[src/rtl/fdc_glue_pkg.sv]
package fdc_glue_pkg;
   localparam int ADDR_W = 3;
   localparam int DATA_W = 8;

   typedef enum logic [ADDR_W-1:0] {
      WIN_ID0     = 3'd0,
      WIN_ID1     = 3'd1,
      WIN_CTRL    = 3'd2,
      WIN_GAP3    = 3'd3,
      WIN_STATRT  = 3'd4,
      WIN_DATA    = 3'd5,
      WIN_GAP6    = 3'd6,
      WIN_INCFG   = 3'd7
   } win_e;

   // control register field positions (decoded by the drive and gate logic)
   localparam int CTL_SEL_LO   = 0;
   localparam int CTL_RUN      = 2;
   localparam int CTL_XFER_EN  = 3;
   localparam int CTL_MOTOR_LO = 4;
   localparam int MAX_DRIVES   = 4;

   localparam int RATE_SRST_BIT = 7;
   localparam logic [DATA_W-1:0] ID_RDATA = 8'h00;
endpackage

[src/rtl/fdc_ctrl_reg.sv]
module fdc_ctrl_reg
   import fdc_glue_pkg::*;
#(
   parameter int NUM_DRIVES = 4
) (
   input  logic                  clk,
   input  logic                  rst_n,
   input  logic                  wr_i,
   input  logic [DATA_W-1:0]     wdata_i,
   output logic [DATA_W-1:0]     ctrl_o,
   output logic [1:0]            sel_idx_o,
   output logic                  run_o,
   output logic                  xfer_en_o,
   output logic [NUM_DRIVES-1:0] drive_sel_o,
   output logic [NUM_DRIVES-1:0] motor_o
);
   logic [DATA_W-1:0] ctrl_q;

   always_ff @(posedge clk) begin
      if (!rst_n)    ctrl_q <= '0;
      else if (wr_i) ctrl_q <= wdata_i;
   end

   assign ctrl_o    = ctrl_q;
   assign sel_idx_o = ctrl_q[CTL_SEL_LO +: 2];
   assign run_o     = ctrl_q[CTL_RUN];
   assign xfer_en_o = ctrl_q[CTL_XFER_EN];

   for (genvar d = 0; d < NUM_DRIVES; d++) begin : g_drive
      assign drive_sel_o[d] = (sel_idx_o == 2'(d));
      assign motor_o[d]     = ctrl_q[CTL_MOTOR_LO + d];
   end

   assert_ctrl_load_R2: assert property (@(posedge clk) disable iff (!rst_n)
      wr_i |=> (ctrl_q == $past(wdata_i)));
   assert_sel_onehot_R2: assert property (@(posedge clk) disable iff (!rst_n)
      $onehot0(drive_sel_o));
endmodule

[src/rtl/fdc_xfer_gate.sv]
module fdc_xfer_gate
   import fdc_glue_pkg::*;
#(
   parameter logic [DATA_W-1:0] IDLE_DMA_DATA = 8'hFF
) (
   input  logic              clk,
   input  logic              rst_n,
   input  logic              xfer_en_i,
   input  logic              tc_clr_i,
   input  logic              tc_i,
   input  logic              core_int_i,
   input  logic              core_drq_i,
   input  logic              host_dack_i,
   input  logic [DATA_W-1:0] core_dma_rdata_i,
   output logic              host_irq_o,
   output logic              host_drq_o,
   output logic              core_dack_o,
   output logic              core_tc_o,
   output logic [DATA_W-1:0] dack_rdata_o
);
   logic tc_q;

   always_ff @(posedge clk) begin
      if (!rst_n)        tc_q <= 1'b0;
      else if (tc_clr_i) tc_q <= 1'b0;
      else if (tc_i)     tc_q <= 1'b1;
   end

   // levels are re-evaluated continuously, so a pending line passes as soon as the enable opens
   assign host_irq_o   = core_int_i  & xfer_en_i;
   assign host_drq_o   = core_drq_i  & xfer_en_i;
   assign core_dack_o  = host_dack_i & xfer_en_i;
   assign core_tc_o    = tc_q        & xfer_en_i;
   assign dack_rdata_o = xfer_en_i ? core_dma_rdata_i : IDLE_DMA_DATA;

   assert_tc_clear_R6: assert property (@(posedge clk) disable iff (!rst_n)
      tc_clr_i |=> !tc_q);
   assert_tc_hold_R6: assert property (@(posedge clk) disable iff (!rst_n)
      (tc_q && !tc_clr_i) |=> tc_q);
endmodule

[src/rtl/fdc_rate_reg.sv]
module fdc_rate_reg
   import fdc_glue_pkg::*;
#(
   parameter int                SRST_LEN  = 2,
   parameter logic [DATA_W-1:0] RATE_INIT = 8'h02
) (
   input  logic              clk,
   input  logic              rst_n,
   input  logic              full_wr_i,
   input  logic              low_wr_i,
   input  logic [DATA_W-1:0] wdata_i,
   output logic [DATA_W-1:0] rate_o,
   output logic              srst_o
);
   localparam int CNT_W = $clog2(SRST_LEN + 1);

   logic [DATA_W-1:0] rate_q;
   logic [CNT_W-1:0]  srst_cnt;

   always_ff @(posedge clk) begin
      if (!rst_n) begin
         rate_q   <= RATE_INIT;
         srst_cnt <= '0;
      end else begin
         if (srst_cnt != '0) srst_cnt <= srst_cnt - 1'b1;
         if (full_wr_i) begin
            rate_q <= {1'b0, wdata_i[DATA_W-2:0]};
            if (wdata_i[RATE_SRST_BIT]) srst_cnt <= CNT_W'(SRST_LEN);
         end else if (low_wr_i) begin
            rate_q <= {{(DATA_W-2){1'b0}}, wdata_i[1:0]};
         end
      end
   end

   assign rate_o = rate_q;
   assign srst_o = (srst_cnt != '0);

   assert_top_bit_clear_R8: assert property (@(posedge clk) disable iff (!rst_n)
      full_wr_i |=> !rate_q[RATE_SRST_BIT]);
   assert_srst_start_R8: assert property (@(posedge clk) disable iff (!rst_n)
      (full_wr_i && wdata_i[RATE_SRST_BIT]) |=> srst_o);
   assert_low_load_R9: assert property (@(posedge clk) disable iff (!rst_n)
      (low_wr_i && !full_wr_i) |=> (rate_q[DATA_W-1:2] == '0));
endmodule

[src/rtl/fdc_host_glue.sv]
module fdc_host_glue
   import fdc_glue_pkg::*;
#(
   parameter int                NUM_DRIVES    = 4,
   parameter int                SRST_LEN      = 2,
   parameter logic [DATA_W-1:0] RATE_INIT     = 8'h02,
   parameter logic [DATA_W-1:0] GAP_RDATA     = 8'hFF,
   parameter logic [DATA_W-1:0] IDLE_DMA_DATA = 8'hFF
) (
   input  logic                  clk,
   input  logic                  rst_n,
   input  logic [ADDR_W-1:0]     bus_addr,
   input  logic                  bus_wr,
   input  logic                  bus_rd,
   input  logic [DATA_W-1:0]     bus_wdata,
   output logic [DATA_W-1:0]     bus_rdata,
   input  logic [DATA_W-1:0]     core_status_i,
   input  logic [DATA_W-1:0]     core_rdata_i,
   output logic [DATA_W-1:0]     core_wdata_o,
   output logic                  core_wr_o,
   output logic                  core_rd_o,
   output logic                  core_reset_o,
   output logic                  core_ready_o,
   input  logic                  drv_ready_i,
   input  logic                  core_int_i,
   input  logic                  core_drq_i,
   output logic                  host_irq_o,
   output logic                  host_drq_o,
   input  logic                  host_dack_i,
   output logic                  core_dack_o,
   input  logic [DATA_W-1:0]     core_dma_rdata_i,
   output logic [DATA_W-1:0]     dack_rdata_o,
   input  logic                  tc_i,
   output logic                  core_tc_o,
   output logic [NUM_DRIVES-1:0] drive_sel_o,
   output logic [NUM_DRIVES-1:0] motor_o,
   input  logic [NUM_DRIVES-1:0] dskchg_i,
   output logic [DATA_W-1:0]     rate_o
);
   if (NUM_DRIVES < 1 || NUM_DRIVES > MAX_DRIVES) begin : g_bad_drives
      $error("NUM_DRIVES must be 1..4");
   end
   if (SRST_LEN < 1) begin : g_bad_srst
      $error("SRST_LEN must be at least 1");
   end

   logic [DATA_W-1:0] ctrl;
   logic [1:0]        sel_idx;
   logic              run, xfer_en, srst;
   logic              ctrl_wr, rate_full_wr, rate_low_wr;
   logic [MAX_DRIVES-1:0] chg_pad;
   logic [DATA_W-1:0] rd_mux;

   assign ctrl_wr      = bus_wr && (bus_addr == WIN_CTRL);
   assign rate_full_wr = bus_wr && (bus_addr == WIN_STATRT);
   assign rate_low_wr  = bus_wr && (bus_addr == WIN_INCFG);

   fdc_ctrl_reg #(.NUM_DRIVES(NUM_DRIVES)) ctrl_i (
      .clk, .rst_n,
      .wr_i(ctrl_wr), .wdata_i(bus_wdata),
      .ctrl_o(ctrl), .sel_idx_o(sel_idx), .run_o(run), .xfer_en_o(xfer_en),
      .drive_sel_o(drive_sel_o), .motor_o(motor_o)
   );

   fdc_xfer_gate #(.IDLE_DMA_DATA(IDLE_DMA_DATA)) gate_i (
      .clk, .rst_n,
      .xfer_en_i(xfer_en),
      .tc_clr_i(ctrl_wr && bus_wdata[CTL_RUN]),
      .tc_i(tc_i), .core_int_i(core_int_i), .core_drq_i(core_drq_i),
      .host_dack_i(host_dack_i), .core_dma_rdata_i(core_dma_rdata_i),
      .host_irq_o(host_irq_o), .host_drq_o(host_drq_o),
      .core_dack_o(core_dack_o), .core_tc_o(core_tc_o),
      .dack_rdata_o(dack_rdata_o)
   );

   fdc_rate_reg #(.SRST_LEN(SRST_LEN), .RATE_INIT(RATE_INIT)) rate_i (
      .clk, .rst_n,
      .full_wr_i(rate_full_wr), .low_wr_i(rate_low_wr), .wdata_i(bus_wdata),
      .rate_o(rate_o), .srst_o(srst)
   );

   if (NUM_DRIVES == MAX_DRIVES) begin : g_chg_full
      assign chg_pad = dskchg_i;
   end else begin : g_chg_pad
      assign chg_pad = {{(MAX_DRIVES-NUM_DRIVES){1'b0}}, dskchg_i};
   end

   assign core_reset_o = !run || srst;
   assign core_ready_o = !run || srst || drv_ready_i;
   assign core_wdata_o = bus_wdata;
   assign core_wr_o    = bus_wr && (bus_addr == WIN_DATA);
   assign core_rd_o    = bus_rd && (bus_addr == WIN_DATA);

   always_comb begin
      unique case (win_e'(bus_addr))
         WIN_ID0, WIN_ID1: rd_mux = ID_RDATA;
         WIN_CTRL:         rd_mux = ctrl;
         WIN_STATRT:       rd_mux = core_status_i;
         WIN_DATA:         rd_mux = core_rdata_i;
         WIN_INCFG:        rd_mux = {chg_pad[sel_idx], 7'h7F};
         default:          rd_mux = GAP_RDATA;
      endcase
   end

   always_ff @(posedge clk) begin
      if (!rst_n) bus_rdata <= '0;
      else        bus_rdata <= rd_mux;
   end

   assert_reset_ready_R3: assert property (@(posedge clk) disable iff (!rst_n)
      core_reset_o |-> core_ready_o);
   assert_masked_R4: assert property (@(posedge clk) disable iff (!rst_n)
      !ctrl[CTL_XFER_EN] |-> (!host_irq_o && !host_drq_o && !core_tc_o && !core_dack_o));
   assert_gap_write_R11: assert property (@(posedge clk) disable iff (!rst_n)
      (bus_wr && (bus_addr == WIN_GAP3 || bus_addr == WIN_GAP6 || bus_addr == WIN_ID0
                  || bus_addr == WIN_ID1)) |=> ($stable(ctrl) && $stable(rate_o)));
   assert_srst_keeps_ctrl_R8: assert property (@(posedge clk) disable iff (!rst_n)
      rate_full_wr |=> $stable(ctrl));
endmodule

[config.mk]
export PLATFORM = sky130hd
export DESIGN_NAME = fdc_host_glue
export DESIGN_NICKNAME = d
export VERILOG_FILES = /design/src/rtl/fdc_glue_pkg.sv /design/src/rtl/fdc_ctrl_reg.sv /design/src/rtl/fdc_xfer_gate.sv /design/src/rtl/fdc_rate_reg.sv /design/src/rtl/fdc_host_glue.sv
export SDC_FILE = /design/constraint.sdc
export NUM_CORES = 1
export LEC_CHECK = 0
export BUFFER_PORTS_ARGS = -buffer_cell sky130_fd_sc_hd__buf_2
export CAP_MARGIN = 0
export CORE_MARGIN = 1.5
export CORE_UTILIZATION = 37
export DETAILED_ROUTE_END_ITERATION = 6
export GPL_TIMING_DRIVEN = 0
export HOLD_SLACK_MARGIN = 0.05
export MAX_ROUTING_LAYER = met4
export PLACE_DENSITY = 0.84
export SLEW_MARGIN = 20
export SYNTH_ARGS = -nofsm -noshare
export SYNTH_HDL_FRONTEND = slang
export SYNTH_SLANG_ARGS = --single-unit
[constraint.sdc]
create_clock -name clk -period 1.2 [get_ports clk]
set_input_delay 0.18 -clock clk [delete_from_list [all_inputs] [get_ports clk]]
set_output_delay 0.18 -clock clk [all_outputs]
set_load 0.02 [all_outputs]
==> flow_summary.yaml, run 1 <==
pwr:
  finalPower_mw: 2.08
  total_leakage_power_nw: 1.03
  ir_drop_mv: 0.985
  power.density_cell_area_mw_per_mm2: 947
setup_path:
  rrSetupSlack_ps: -50
  path_max_fanout: 2
  arrival_ps: 1110
  worstPathCellList: "nor2_2 -> nand2_1 -> or2_4 -> buf_6"
  critical_path_class: "flop to output port"
  worst_ep_required_time_ps: 1020
  r2r_start: "ctrl_i.ctrl_o[0]$_SDFFE_PN0P_"
  cp_slowest_cell: "dfxtp_2"
  rr_endpoint: "bus_rdata[7]$_SDFF_PN0_"
  worstSetupStartpoint: "rate_i.srst_cnt[1]$_SDFF_PN0_"
  cp-end-kind: "output port"
  crit_path_start_kind: "flop"
  reg2regPathDepth: 3
  critPathMaxStageDelay_ps: 330
floorplanning:
  num_io_pins: 96
  start_util_pct: 39.7
  core_region_area_mm2: 0.00344
  die_h_um: 63.8
  die_w_um: 63.8
  num_rows: 21
  dieArea_mm2: 0.00407
clock_network:
  tritoncts: "done"
  root_buffer: "clkbuf_8"
  cts_buffers: 3
  htree_num_levels: 1
  cts_buffer_depth: 2
  clk_latency_ps: 270
  clk_pin_slew_ps: 90
  ctsHoldBuffers: 0
  cts.sinks: 26
global_routing:
  grt.total_usage_pct: 19.4
  grt_pass1_wl_mm: 6.10
  gr-total-overflow: 0
  grt_max_degree: 16
  antenna_found_initial: 0
  first_global_vias: 1333
finish:
  diodes: 0
  drive_gt1_share_pct: 58.5
  final_nets: 302
  fillers: 304
  areaGrowthSynthToFinish_pct: 60.9
  instances_no_fill: 299
  design_area_mm2: 0.00220
sta:
  layout_setup_ws_ps: -94.5
  skew_ps: 3.99
  setup_tns_ps: -169
  clock.fmax_ghz: 0.773
  hold_violations: 0
  setup_viol: 4
  layout_min_cycle_time_ps: 1290
  grt_setup_unrepaired: "yes"
  timing.final.crit_share_pct: 108
  maxSlewViolCount: 0
placed_design:
  dp.final_hpwl_mm: 2.82
  placed_area_mm2: 0.00189
  io_buffers: 93
  dpl.cell_count: 288
  place.gp.congestion: 0.795
yosys:
  synth_top_family_by_area: "simple AND/OR/NAND/NOR gates"
  ys.flop_type: "dfxtp_1"
  synthAdderAreaFrac_pct: 0
  ys_seq_elements: 26
  netlist_area_mm2: 0.00137
  synthTopCellsByArea: "dfxtp_1 38%, nor2b_1 7.8%, buf_4 7.7%"
  synthTopCellsByCount: "26 x dfxtp_1, 17 x nor2b_1, 16 x o21ai_0"
  ys.warnings.count: 0
  yosysSeqAreaShare_pct: 38.1
  synthMuxAreaShare_pct: 8.97
  synth_edf_count: 0
  avgSynthCellArea_um2: 9.18
  synth_nets: 197
  postSynthCellCount: 149
  netlist.area_leader.share_pct: 38.1
  synth_compound_area_share_pct: 19.2
  synthDistinctLibCells: 29
  async_flop_share_pct: 0
  yosys.area_share.simple_pct: 21.0
  synth_most_common_cell: "dfxtp_1"
  yosys.area.top_type: "dfxtp_1"
  synthXorXnorAreaFrac_pct: 0.640
worst_hold_path:
  hold-path-cell-count: 2
  hp-start: "bus_wdata[7]"
  min_to: "rate_i.srst_cnt[0]$_SDFF_PN0_"
  hold_path_class: "input pin to flop"
detailed_routing:
  wl_per_cell_um: 13.2
  num_vias: 1454
  ant_nets: 0
  dr.pass1.iters: 4
  drt-initial-drc-count: 44
  finalWirelength_mm: 3.95
  viasPerCell: 4.86
  drc: 0
outcome:
  violations: "negative setup slack"
  outcome: "finished with violations"
job:
  maxCapViolations: 0
[per-layer routing]
layer / vias to the layer above / share of wire (%) / global-route usage (%)
met5: - / 0 / -
met4: 0 / 0.53 / 3.26
met3: 4 / 5.2 / 4.58
met2: 46 / 51 / 33.5
met1: 687 / 43 / 23.5
li1: 717 / - / -
[timing repair]
action	in CTS	in global routing
hold endpoints to repair	0	0
gates cloned	1	0
buffers inserted	7	0
pin swaps	3	1
gates resized for setup	34	27
setup endpoints to repair	16	19
[through the flow]
stage               hold WS (ps)  setup WS (ps)  util (%)
floorplan                    270          -52.3         -
global placement             409           -204      55.0
detailed placement           420           -212      55.0
CTS                          119           -112      61.4
global route                 126           -156      63.9
finish                       126          -94.5      63.9
[sequential cells by signal, indices dropped and copies added, names as in the netlist]
register,count
rate_i.rate_o,7
bus_rdata,8
gate_i.tc_q,1
ctrl_i.ctrl_o,8
rate_i.srst_cnt,2
[layout make-up]
type                       instances  area (um2)  share of cell area [%]
tap                               46        57.6                    2.62
inverter                           2        11.3                   0.512
sequential                        26         534                    24.3
clock inverter                     1        30.0                    1.36
multi-input combinational         99         747                    33.9
clock buffer                       3        41.3                    1.88
timing repair buffer             101         619                    28.1
buffer                            21         160                    7.28
[power breakdown]
part	switching (mW)	total, mW	internal (mW)	leakage [nW]
registers	0.0156	0.907	0.891	0.216
clock network	0.288	0.735	0.446	0.0357
logic	0.230	0.444	0.213	0.774
[logic make-up after synthesis]
family | count (synthesis)
AND/OR/NAND/NOR | 44
AO/OA/AOI/OAI | 42
flip-flops | 26
buffers and inverters | 24
multiplexers | 11
XOR/XNOR | 1
other | 1
[worst max path at each step]
stage	to	slack [ps]	cells after the start
after floorplan	core_rd_o	-50	3
after global placement	core_wr_o	-200	5
after detailed placement	core_wr_o	-210	5
after CTS	core_ready_o	-110	4
after global routing	core_ready_o	-160	4
final	core_ready_o	-90	4
[critical path, delay by kind of cell (launching register included)]
family / cells / cell delay, ps
buf+inv: 1 / 130
flops: 1 / 330
simple gates: 3 / 390
[cells in the final DEF, fill, tap and decap left out, types with 2 or more instances in the layout]
cell type and count:
nor2b_4 2, dfxtp_1 21, a21oi_1 9, o21ai_0 15, nand2b_4 2, nor3_1 2, and2_4 5, o22a_1 7
clkbuf_1 2, nand2_1 5, buf_4 22, mux2i_1 10, buf_6 17, dfxtp_4 3, nand2b_1 7, clkbuf_8 3
buf_2 79, dfxtp_2 2, nor2b_1 15, a22oi_1 6
Note: power is estimated with default switching activity, not from simulation.
==> run 2: changes to the inputs <==
--- a/config.mk
+++ b/config.mk
@@ -14,6 +14,7 @@
 export HOLD_SLACK_MARGIN = 0.05
 export MAX_ROUTING_LAYER = met4
 export PLACE_DENSITY = 0.84
+export REMOVE_ABC_BUFFERS = 1
 export SLEW_MARGIN = 20
 export SYNTH_ARGS = -nofsm -noshare
 export SYNTH_HDL_FRONTEND = slang
==> run 2 against run 1 <==
Effect of this change:
- the run still ends with negative setup slack left
- global-route usage fell by 2.7 points
- register-to-register slack improved by 50 ps
- cell area fell by 12%
- cell count fell by 7.7%
- via count fell by 9.5%
- clock power fell by 24%
- count of clock-buffer cells in the layout rose by 1
- worst setup slack improved by 12 ps
- critical path type unchanged
- highest routed layer unchanged
==> flow_summary.yaml, run 2 (synthesis gave the netlist of run 1 again) <==
detailed_routing:
  drc: 0
  drt-initial-drc-count: 102
  finalWirelength_mm: 3.52
  dr.pass1.iters: 4
  wl_per_cell_um: 12.7
  num_vias: 1316
  ant_nets: 0
  viasPerCell: 4.77
job:
  maxCapViolations: 0
worst_hold_path:
  hold_path_class: "input pin to flop"
  hold-path-cell-count: 2
floorplanning:
  die_w_um: 63.8
  num_io_pins: 96
  num_rows: 21
  start_util_pct: 39.7
  die_h_um: 63.8
  dieArea_mm2: 0.00407
  core_region_area_mm2: 0.00344
setup_path:
  cp-end-kind: "output port"
  worstPathCellList: "nor2_2 -> nand2_1 -> or2_4 -> buf_6"
  crit_path_start_kind: "flop"
  crit_buf_inv: 1
  worst_ep_required_time_ps: 1020
  cp_slowest_cell: "dfxtp_2"
  cp.depth: 4
  reg2regPathDepth: 3
  crit_family: "simple AND/OR/NAND/NOR gates"
  path_max_fanout: 2
  critPathMaxStageDelay_ps: 330
  critical_path_class: "flop to output port"
  arrival_ps: 1100
sta:
  maxSlewViolCount: 0
  timing.final.crit_share_pct: 107
  skew_ps: 4.77
  clock.fmax_ghz: 0.780
  setup_viol: 3
  layout_setup_ws_ps: -82.6
  layout_min_cycle_time_ps: 1280
  hold_violations: 0
  grt_setup_unrepaired: "yes"
clock_network:
  clk_latency_ps: 270
  ctsHoldBuffers: 0
  cts_buffers: 3
  root_buffer: "clkbuf_8"
  cts.sinks: 26
  clk_pin_slew_ps: 90
  tritoncts: "done"
  htree_num_levels: 1
  cts_buffer_depth: 2
global_routing:
  first_global_vias: 1219
  grt_max_degree: 28
  grt_pass1_wl_mm: 5.40
  grt.total_usage_pct: 16.8
  gr-total-overflow: 0
  antenna_found_initial: 0
finish:
  mostFrequentLayoutCells: "87 x buf_2, 22 x dfxtp_1, 16 x nor2b_1, 16 x o21ai_0, 10 x mux2i_1"
  areaGrowthSynthToFinish_pct: 41.1
  final_nets: 279
  drive_gt1_share_pct: 51.7
  fillers: 333
  layout_commonest_cell: "buf_2"
  finish.utilization_pct: 56.1
  diodes: 0
placed_design:
  dp.final_hpwl_mm: 2.51
  place.gp.congestion: 0.798
  io_buffers: 94
outcome:
  outcome: "finished with violations"
  violations: "negative setup slack"
pwr:
  finalPower_mw: 1.85
  total_leakage_power_nw: 0.876
  ir_drop_mv: 0.598
  power.density_cell_area_mw_per_mm2: 958
run 2: cell types whose count changed in the layout (fill, tap and decap cells not counted), sizes merged:
cell / previous run / this run
clkbuf: 6 / 4
buf: 119 / 99
bufinv: 1 / 0
run 2: final timing paths:
check | from | end | slack, ps
worst max-delay path | rate_i.srst_cnt[1]$_SDFF_PN0_ | core_ready_o | -80
worst min-delay path | bus_wdata[2] | gate_i.tc_q$_SDFFE_PP0P_ | 130
worst max register to register | ctrl_i.ctrl_o[0]$_SDFFE_PN0P_ | bus_rdata[7]$_SDFF_PN0_ | 0
worst min register to register | rate_i.srst_cnt[0]$_SDFF_PN0_ | rate_i.srst_cnt[0]$_SDFF_PN0_ | 470
run 2: metrics by stage:
stage               instances  instance area (um2)  hold WS [ps]  TNS (ps)  setup WS, ps
global route              276                 1930           122      -396          -146
finish                    276                 1930           126     -99.5         -82.6
floorplan                 127                 1210           242     -71.8         -71.8
detailed placement        267                 1740           411     -6700          -610
global placement          267                 1740           409     -6130          -577
CTS                       275                 1880           119     -99.4         -99.4
run 2: area by class of cell:
| cell class | instances | area [um2] | area share (%) |
|---|---|---|---|
| clock buffer | 4 | 55.1 | 2.85 |
| timing repair buffer | 99 | 561 | 29.1 |
| inverter | 2 | 11.3 | 0.584 |
| sequential | 26 | 531 | 27.5 |
| multi-input combinational | 99 | 714 | 37.0 |
| tap | 46 | 57.6 | 2.98 |
run 2: layer usage:
metal	vias up	GRT usage [%]	wire [um]
met4	0	5.98	78
met1	602	19.3	1500
met5	-	-	0
met3	6	4.40	185
met2	43	28.1	1760
li1	665	-	-
run 2: power breakdown:
part / leakage, nW / internal [mW] / switching [mW]
clock network: 0.0288 / 0.293 / 0.263
logic: 0.632 / 0.174 / 0.210
registers: 0.215 / 0.893 / 0.0156
run 2: repair_timing:
action	in CTS	in global routing
pin swaps	2	0
gates resized for setup	17	13
setup buffers	4	1
gates cloned	0	0
endpoints found under the setup margin	28	17
==> run 3: changes to the inputs <==
--- a/config.mk
+++ b/config.mk
@@ -8,12 +8,13 @@
 export BUFFER_PORTS_ARGS = -buffer_cell sky130_fd_sc_hd__buf_2
 export CAP_MARGIN = 0
 export CORE_MARGIN = 1.5
-export CORE_UTILIZATION = 37
+export CORE_UTILIZATION = 34
+export CTS_BUF_LIST = sky130_fd_sc_hd__clkbuf_8
 export DETAILED_ROUTE_END_ITERATION = 6
 export GPL_TIMING_DRIVEN = 0
 export HOLD_SLACK_MARGIN = 0.05
 export MAX_ROUTING_LAYER = met4
-export PLACE_DENSITY = 0.84
+export PLACE_DENSITY = 0.71
 export REMOVE_ABC_BUFFERS = 1
 export SLEW_MARGIN = 20
 export SYNTH_ARGS = -nofsm -noshare
==> run 3 against run 2 <==
Effect of this change:
- the flow still finishes with violations (negative setup slack)
- count of clock-buffer cells in the layout down 1
- register-to-register slack is essentially flat
- sequential share of layout area rose by 0.24 points
- fmax down 0.53%
- utilization fell by 5.2 points
- worst setup slack lost 6.8 ps
- clock power is 14% lower
==> flow_summary.yaml, run 3 (synthesis gave the netlist of run 1 again) <==
outcome:
  outcome: "finished with violations"
  violations: "negative setup slack"
floorplanning:
  num_io_pins: 96
  dieArea_mm2: 0.00441
  num_rows: 22
  core_region_area_mm2: 0.00377
  die_w_um: 66.4
  start_util_pct: 36.3
  die_h_um: 66.4
global_routing:
  gr-total-overflow: 0
  antenna_found_initial: 0
  grt.total_usage_pct: 16.3
  grt_max_degree: 28
  first_global_vias: 1157
  grt_pass1_wl_mm: 5.34
clock_network:
  htree_num_levels: 1
  root_buffer: "clkbuf_8"
  ctsHoldBuffers: 0
  cts.sinks: 26
  cts_buffer_depth: 2
  tritoncts: "done"
  clk_latency_ps: 270
  cts_buffers: 3
  clk_pin_slew_ps: 80
detailed_routing:
  finalWirelength_mm: 3.59
  ant_nets: 0
  drc: 0
  wl_per_cell_um: 12.9
  num_vias: 1335
  dr.pass1.iters: 4
  viasPerCell: 4.80
  drt-initial-drc-count: 31
pwr:
  total_leakage_power_nw: 0.877
  power.density_cell_area_mw_per_mm2: 923
  ir_drop_mv: 0.691
  finalPower_mw: 1.77
finish:
  mostFrequentLayoutCells: "85 x buf_2, 21 x dfxtp_1, 17 x nor2b_1, 16 x o21ai_0, 10 x mux2i_1"
  instances_no_fill: 278
  design_area_mm2: 0.00192
  diodes: 0
  areaGrowthSynthToFinish_pct: 40.2
  layout_commonest_cell: "buf_2"
  finish.utilization_pct: 50.8
  drive_gt1_share_pct: 51.3
  final_nets: 280
sta:
  hold_violations: 0
  clock.fmax_ghz: 0.776
  timing.final.crit_share_pct: 107
  layout_min_cycle_time_ps: 1290
  setup_tns_ps: -89.4
  grt_setup_unrepaired: "yes"
  setup_viol: 1
  layout_setup_ws_ps: -89.4
  skew_ps: 4.02
  maxSlewViolCount: 0
  hold_ws_ps: 130
placed_design:
  dp.final_hpwl_mm: 2.55
  dpl.cell_count: 269
  place_ws_ps: -550
  place.gp.congestion: 0.814
  io_buffers: 94
  placed_area_mm2: 0.00175
job:
  maxCapViolations: 0
setup_path:
  path_max_fanout: 2
  worst_ep_required_time_ps: 1020
  critical_path_class: "flop to output port"
  crit_path_start_kind: "flop"
  arrival_ps: 1110
  cp-end-kind: "output port"
worst_hold_path:
  hold_path_class: "input pin to flop"
-- run 3: cell count changes in the layout (fill, tap and decap cells not counted) --
cell,previous run,this run
buf_2,87,85
buf_6,6,8
clkbuf_4,0,2
buf_12,1,0
clkbuf_8,4,3
dfxtp_1,22,21
dfxtp_2,2,3
nor2_1,0,1
nor2_2,1,0
nor2b_1,16,17
nor2b_4,1,0
-- run 3: layout make-up --
| class | instances | area [um2] |
|---|---|---|
| flip-flops and latches | 26 | 532 |
| clock buffers | 3 | 41.3 |
| well taps | 48 | 60.1 |
| fillers | 368 | 1850 |
| multi-input cells | 99 | 704 |
| repair buffers | 100 | 568 |
| inverters | 2 | 11.3 |
-- run 3: path summary, 6_finish.rpt --
check | cells past startpoint | endpoint | from | slack, ps
hold reg to reg | 1 | rate_i.srst_cnt[0]$_SDFF_PN0_ | rate_i.srst_cnt[0]$_SDFF_PN0_ | 420
setup / recovery | 4 | core_ready_o | rate_i.srst_cnt[1]$_SDFF_PN0_ | -90
setup reg to reg | 3 | bus_rdata[7]$_SDFF_PN0_ | ctrl_i.ctrl_o[0]$_SDFFE_PN0P_ | 0
hold / removal | 2 | rate_i.srst_cnt[0]$_SDFF_PN0_ | bus_wdata[7] | 130
-- run 3: critical path: stages (launching register included) --
cell and delay [ps]:
dfxtp_2 320, nor2_1 90, nand2_1 80, or2_4 230, buf_6 130
-- run 3: metal layers --
layer / track usage [%] / vias to the layer above / routed length [um]
li1: - / 671 / -
met1: 18.2 / 605 / 1530
met2: 29.3 / 57 / 1790
met3: 3.07 / 2 / 243
met4: 5.10 / 0 / 27
met5: - / - / 0
-- run 3: what timing repair did --
item,CTS,global route
endpoints found under the hold margin,0,0
setup buffers,5,1
endpoints found under the setup margin,28,19
gates cloned,0,0
resized for setup,17,16
pin swaps,2,0
-- run 3: report_power, final --
part	total (mW)	switching (mW)	internal, mW
clock network	0.477	0.252	0.225
registers	0.908	0.0153	0.893
logic	0.385	0.213	0.172
total	1.77	0.480	1.29
